==> config.mk <==
export PLATFORM = sky130hd
export DESIGN_NAME = sg_desc_walker
export DESIGN_NICKNAME = d
export VERILOG_FILES = /design/src/rtl/sgw_pkg.sv /design/src/rtl/sgw_fetch.sv /design/src/rtl/sgw_decode.sv /design/src/rtl/sgw_next_addr.sv /design/src/rtl/sg_desc_walker.sv
export SDC_FILE = /design/constraint.sdc
export NUM_CORES = 1
export LEC_CHECK = 0
export BUFFER_PORTS_ARGS = -buffer_cell sky130_fd_sc_hd__buf_2
export CORE_ASPECT_RATIO = 0.8
export CORE_UTILIZATION = 30
export DETAILED_ROUTE_END_ITERATION = 7
export GPL_ROUTABILITY_DRIVEN = 0
export GPL_TIMING_DRIVEN = 1
export HOLD_SLACK_MARGIN = 0.03
export PLACE_DENSITY = 0.62
export SETUP_SLACK_MARGIN = 0.3
export SYNTH_ARGS = -nofsm -noshare
export SYNTH_HDL_FRONTEND = slang
export SYNTH_HIERARCHICAL = 1
export SYNTH_SLANG_ARGS = --single-unit
==> constraint.sdc <==
create_clock -name clk -period 2.4 [get_ports clk]
set_input_delay 0.12 -clock clk [delete_from_list [all_inputs] [get_ports clk]]
set_output_delay 0.12 -clock clk [all_outputs]
set_load 0.05 [all_outputs]
==> src/rtl/sgw_pkg.sv <==
// Shared constants and types for the scatter-gather descriptor walker.
// Assumes the fixed 64-bit descriptor: two 32-bit words, attributes in word 0.
package sgw_pkg;
    localparam int WORD_W    = 32;
    localparam int BIT_VALID = 0;
    localparam int BIT_LAST  = 1;
    localparam int BIT_IRQ   = 2;
    localparam int ACT_LSB   = 4;
    localparam int LEN_LSB   = 16;

    typedef enum logic [1:0] {
        ACT_NOP  = 2'd0,
        ACT_RSVD = 2'd1,
        ACT_XFER = 2'd2,
        ACT_LINK = 2'd3
    } act_e;

    typedef enum logic [2:0] {
        S_IDLE, S_LAUNCH, S_WAIT, S_EXEC, S_XFER
    } walk_st_e;
endpackage

==> src/rtl/sgw_fetch.sv <==
// Two-word descriptor reader. On a go pulse it latches the descriptor address
// and reads word 0 then word 1 through the simple read port. It pulses
// `fetched` one cycle after word 1 is taken.
// Assumes data is returned in the cycle where mem_req and mem_ready are high.
module sgw_fetch #(
    parameter int ADDR_W = 32,
    parameter int DATA_W = 32
) (
    input  logic              clk,
    input  logic              rst_n,
    input  logic              go,
    input  logic [ADDR_W-1:0] desc_addr,
    output logic              mem_req,
    output logic [ADDR_W-1:0] mem_addr,
    input  logic              mem_ready,
    input  logic [DATA_W-1:0] mem_rdata,
    output logic [DATA_W-1:0] word0,
    output logic [DATA_W-1:0] word1,
    output logic              fetched
);
    localparam int WORD_BYTES = DATA_W / 8;

    typedef enum logic [1:0] {F_IDLE, F_W0, F_W1} fph_e;

    fph_e              ph;
    logic [ADDR_W-1:0] addr_q;

    // Sequence the two reads and capture each word on its handshake.
    always_ff @(posedge clk) begin
        if (!rst_n) begin
            ph      <= F_IDLE;
            addr_q  <= '0;
            word0   <= '0;
            word1   <= '0;
            fetched <= 1'b0;
        end else begin
            fetched <= 1'b0;
            case (ph)
                F_IDLE: if (go) begin
                    addr_q <= desc_addr;
                    ph     <= F_W0;
                end
                F_W0: if (mem_ready) begin
                    word0 <= mem_rdata;
                    ph    <= F_W1;
                end
                F_W1: if (mem_ready) begin
                    word1   <= mem_rdata;
                    fetched <= 1'b1;
                    ph      <= F_IDLE;
                end
                default: ph <= F_IDLE;
            endcase
        end
    end

    // Drive the read request and pick the word offset.
    always_comb begin
        mem_req  = (ph != F_IDLE);
        mem_addr = (ph == F_W1) ? addr_q + ADDR_W'(WORD_BYTES) : addr_q;
    end
endmodule

==> src/rtl/sgw_decode.sv <==
// Splits a fetched descriptor into its attribute, action, length and address
// fields. Purely combinational.
module sgw_decode
    import sgw_pkg::*;
#(
    parameter int ADDR_W = 32,
    parameter int LEN_W  = 16
) (
    input  logic [WORD_W-1:0] word0,
    input  logic [WORD_W-1:0] word1,
    output logic              d_valid,
    output logic              d_last,
    output logic              d_irq,
    output act_e              d_act,
    output logic [LEN_W-1:0]  d_len,
    output logic [ADDR_W-1:0] d_ptr
);
    // Pull each field out of its fixed position.
    always_comb begin
        d_valid = word0[BIT_VALID];
        d_last  = word0[BIT_LAST];
        d_irq   = word0[BIT_IRQ];
        d_act   = act_e'(word0[ACT_LSB +: 2]);
        d_len   = word0[LEN_LSB +: LEN_W];
        d_ptr   = word1[ADDR_W-1:0];
    end
endmodule

==> src/rtl/sgw_next_addr.sv <==
// Chooses the next descriptor address: the link target for a link descriptor,
// otherwise the current address advanced by one descriptor.
module sgw_next_addr #(
    parameter int ADDR_W     = 32,
    parameter int DESC_BYTES = 8
) (
    input  logic [ADDR_W-1:0] cur_addr,
    input  logic [ADDR_W-1:0] link_ptr,
    input  logic              is_link,
    output logic [ADDR_W-1:0] next_addr
);
    // Select between sequential advance and redirection.
    always_comb begin
        next_addr = is_link ? link_ptr : cur_addr + ADDR_W'(DESC_BYTES);
    end
endmodule

==> src/rtl/sg_desc_walker.sv <==
// Top of the scatter-gather descriptor walker. A walk starts from base_addr on
// a start pulse while idle. Each descriptor is fetched, decoded and then
// skipped, handed to the data mover or followed as a link. The walk ends on a
// final descriptor with done (and optionally dma_irq), or on an invalid
// descriptor with err.
// Assumes the data mover pulses xfer_done once per accepted request.
module sg_desc_walker
    import sgw_pkg::*;
#(
    parameter int ADDR_W = 32,
    parameter int LEN_W  = 16
) (
    input  logic              clk,
    input  logic              rst_n,
    input  logic              start,
    input  logic [ADDR_W-1:0] base_addr,
    output logic              busy,
    output logic              mem_req,
    output logic [ADDR_W-1:0] mem_addr,
    input  logic              mem_ready,
    input  logic [WORD_W-1:0] mem_rdata,
    output logic              xfer_req,
    output logic [ADDR_W-1:0] xfer_addr,
    output logic [LEN_W-1:0]  xfer_len,
    input  logic              xfer_done,
    output logic              done,
    output logic              dma_irq,
    output logic              err
);
    localparam int DESC_BYTES = 2 * (WORD_W / 8);

    walk_st_e          st;
    logic [ADDR_W-1:0] cur_addr;
    logic [ADDR_W-1:0] nxt_addr;
    logic [WORD_W-1:0] w0, w1;
    logic              fetched;
    logic              d_valid, d_last, d_irq;
    act_e              d_act;
    logic [LEN_W-1:0]  d_len;
    logic [ADDR_W-1:0] d_ptr;

    sgw_fetch #(.ADDR_W(ADDR_W), .DATA_W(WORD_W)) fetch_i (
        .clk(clk), .rst_n(rst_n), .go(st == S_LAUNCH), .desc_addr(cur_addr),
        .mem_req(mem_req), .mem_addr(mem_addr), .mem_ready(mem_ready),
        .mem_rdata(mem_rdata), .word0(w0), .word1(w1), .fetched(fetched)
    );

    sgw_decode #(.ADDR_W(ADDR_W), .LEN_W(LEN_W)) decode_i (
        .word0(w0), .word1(w1), .d_valid(d_valid), .d_last(d_last),
        .d_irq(d_irq), .d_act(d_act), .d_len(d_len), .d_ptr(d_ptr)
    );

    sgw_next_addr #(.ADDR_W(ADDR_W), .DESC_BYTES(DESC_BYTES)) next_i (
        .cur_addr(cur_addr), .link_ptr(d_ptr),
        .is_link(d_act == ACT_LINK), .next_addr(nxt_addr)
    );

    // Walk state machine with one-cycle completion and error pulses.
    always_ff @(posedge clk) begin
        if (!rst_n) begin
            st       <= S_IDLE;
            cur_addr <= '0;
            done     <= 1'b0;
            dma_irq  <= 1'b0;
            err      <= 1'b0;
        end else begin
            done    <= 1'b0;
            dma_irq <= 1'b0;
            err     <= 1'b0;
            case (st)
                S_IDLE: if (start) begin
                    cur_addr <= base_addr;
                    st       <= S_LAUNCH;
                end
                S_LAUNCH: st <= S_WAIT;
                S_WAIT: if (fetched) st <= S_EXEC;
                S_EXEC: begin
                    if (!d_valid) begin
                        err <= 1'b1;
                        st  <= S_IDLE;
                    end else if (d_act == ACT_XFER) begin
                        st <= S_XFER;
                    end else if (d_last) begin
                        done    <= 1'b1;
                        dma_irq <= d_irq;
                        st      <= S_IDLE;
                    end else begin
                        cur_addr <= nxt_addr;
                        st       <= S_LAUNCH;
                    end
                end
                S_XFER: if (xfer_done) begin
                    if (d_last) begin
                        done    <= 1'b1;
                        dma_irq <= d_irq;
                        st      <= S_IDLE;
                    end else begin
                        cur_addr <= nxt_addr;
                        st       <= S_LAUNCH;
                    end
                end
                default: st <= S_IDLE;
            endcase
        end
    end

    // Present the transfer request and the busy indication.
    always_comb begin
        busy      = (st != S_IDLE);
        xfer_req  = (st == S_XFER);
        xfer_addr = d_ptr;
        xfer_len  = d_len;
    end
endmodule

==> results.md <==
- CTS root buffer: clkbuf_16
- Slew margin rel.: 67.4%
- Layout cell share with drive strength beyond 1: 33.2%
- Synth warnings: 6
- Hold path startpoint: rst_n
- Detailed Route WL: about 30000 µm
- R2R cell count: 8
- Tmin final: 2380 ps
- Area grow syn2layout: 37.0%
- Reg clk slew, reported paths: approximately 70 ps
- WL per Instance: 18.2 µm
- Nets: 1308
- Cts bufs inserted: 17
- Worst-path fanout max: 5
- Starting Density: a little under a third
- Worst flop-to-flop path endpoint: cur_addr[25]
- Number of max-cap violations: 0
- Worst slew pin tran: 489 ps
- Status: finished, final reports clean
- # rows: between 50 and 60
- Largest net degree at the start of global routing: 50
- Worst skew pair latency: 440 ps
- Max-slew violation count: 0
- CTS tree: yes
- Vias per inst: 5.23
- Crit start category: flop
- PortBufs: 154
- Critical Path RT: 2770 ps
- Mean post-synth cell area: 7.56 µm²
- Vias in the first global route: 7628
- Setup CP Type: reg2reg
- Worst setup path start: cur_addr[17]
- Gate Count Post-Synth: 1073
- Fmax: around 0.42 GHz
- 1st-iter DRT viols: 683
- Finished Layout Cells: about 1600
- Static leakage: approximately 4.3 nW
- Routed Antenna Nets: 0
- Reg-to-Reg Start: cur_addr[17]
- Most frequent cells in the layout: nand2_1 (240), buf_2 (133), dfxtp_1 (96), buf_4 (88), a21boi_0 (81)
- Pwr/cell area: 599 mW/mm²
- CP Capture Type: flop
- Hpwl dp: 19400 µm
- Post-Syn Nets: 1144
- DR DRC count: 0
- Vias: 8427
- CORE AREA: 0.0264 mm²
- Htree depth: 4
- Worst R2R Setup Slack: 20 ps
- PnR worst setup slack: 15.8 ps
- Post-route setup TNS: 0 ps
- Worst VDD drop: 0.369 mV
- # setup viols final: 0
- Crit-path slowest cell: or4_4
- Total power: 6.65 mW
- Cell Chain, Critical Path: nand4_1 > buf_6 > or4_4 > or4_1 > a31oi_2 > o221ai_1 > a21o_1 > mux2i_1
- Commonest non-fill, non-tap cell in the layout: nand2_1
- First-pass GRT wire length: 44100 µm
- HP Class: in2reg
- DIE AREA: 0.0277 mm²
- Final Hold Fails: 0
- Initial antenna violation count: 6
- CTS max path bufs: 2
- Die Y: 149 µm
- Total global-route track usage: 21.0%
- Crit-path max cell delay: 540 ps
- Hold_ws: 145 ps
- Placed cell count: 1504
- RSZ-0062 raised after global routing: yes
- I/O pin cnt: 155
- Crit path to: cur_addr[25]
- DIE WIDTH: between 150 and 200 µm
- Post-Syn Area: 0.00811 mm²
- Gr ovfl total: 0
- Final cycle utilization of the critical path: 99.3%
- Pre-CTS WS: 9.02 ps
- Clock sink count: 126
- WP data arrival: 2760 ps
- Final Skew: 13.6 ps
- Drt pass-1 iters: 5
## state kept, by name, summed over array words and instances (netlist names)
name / flops
cur_addr: 32
dma_irq: 1
done: 1
err: 1
fetch_i/addr_q: 32
fetch_i/fetched: 1
fetch_i/ph: 2
fetch_i/word0: 21
fetch_i/word1: 32
st: 3
## worst min path at each step
stage / to / slack, ps / cells past startpoint
2_1_floorplan: fetch_i/word1[24] / 250 / 2
3_3_place_gp: fetch_i/word1[3] / 370 / 3
3_5_place_dp: fetch_i/word1[13] / 380 / 3
4_1_cts: cur_addr[14] / 130 / 5
5_1_grt: cur_addr[27] / 170 / 4
6_report: fetch_i/word0[0] / 140 / 2
## power by group
group / switching [mW] / internal (mW)
Sequential: 0.155 / 2.23
Clock: 1.06 / 1.66
Combinational: 0.893 / 0.653
## per-stage QoR
step	area, µm²	util, %
finish	11100	42.1
global route	11100	42.1
CTS	10700	40.6
detailed placement	9260	35.1
global placement	9260	35.1
floorplan	8300	-
## final cells by class
class,instances,area (µm²)
antenna,3,7.51
clock buffer,22,485
clock inverter,10,125
fill,2739,15300
inverter,14,52.6
multi-input combinational,792,5350
sequential,126,2600
tap,357,447
timing repair buffer,286,2040
## worst max-delay path, delay by kind of cell, from the launching register on
kind	cells	cell delay (ps)
buf+inv	1	150
mux	1	120
compound gates	3	540
flops	1	330
simple gates	3	1180
## routing by layer
metal  track usage [%]  up-vias  share of wire, %
met5                 0        -             0.044
met4              6.93        2               1.9
met3              5.10       51               9.2
met2              30.2      363                43
met1              30.2     3963                46
li1                  -     4048                 -
## repair_timing
action | 4_1_cts | 5_1_grt
pin swaps | 44 | 33
hold buffers | 34 | 0
hold endpoints to repair | 56 | 0
gates resized for setup | 101 | 71
buffers inserted | 17 | 17
endpoints found under the setup margin | 43 | 55
cloned | 3 | 0
Note: power is estimated with default switching activity, not from simulation.
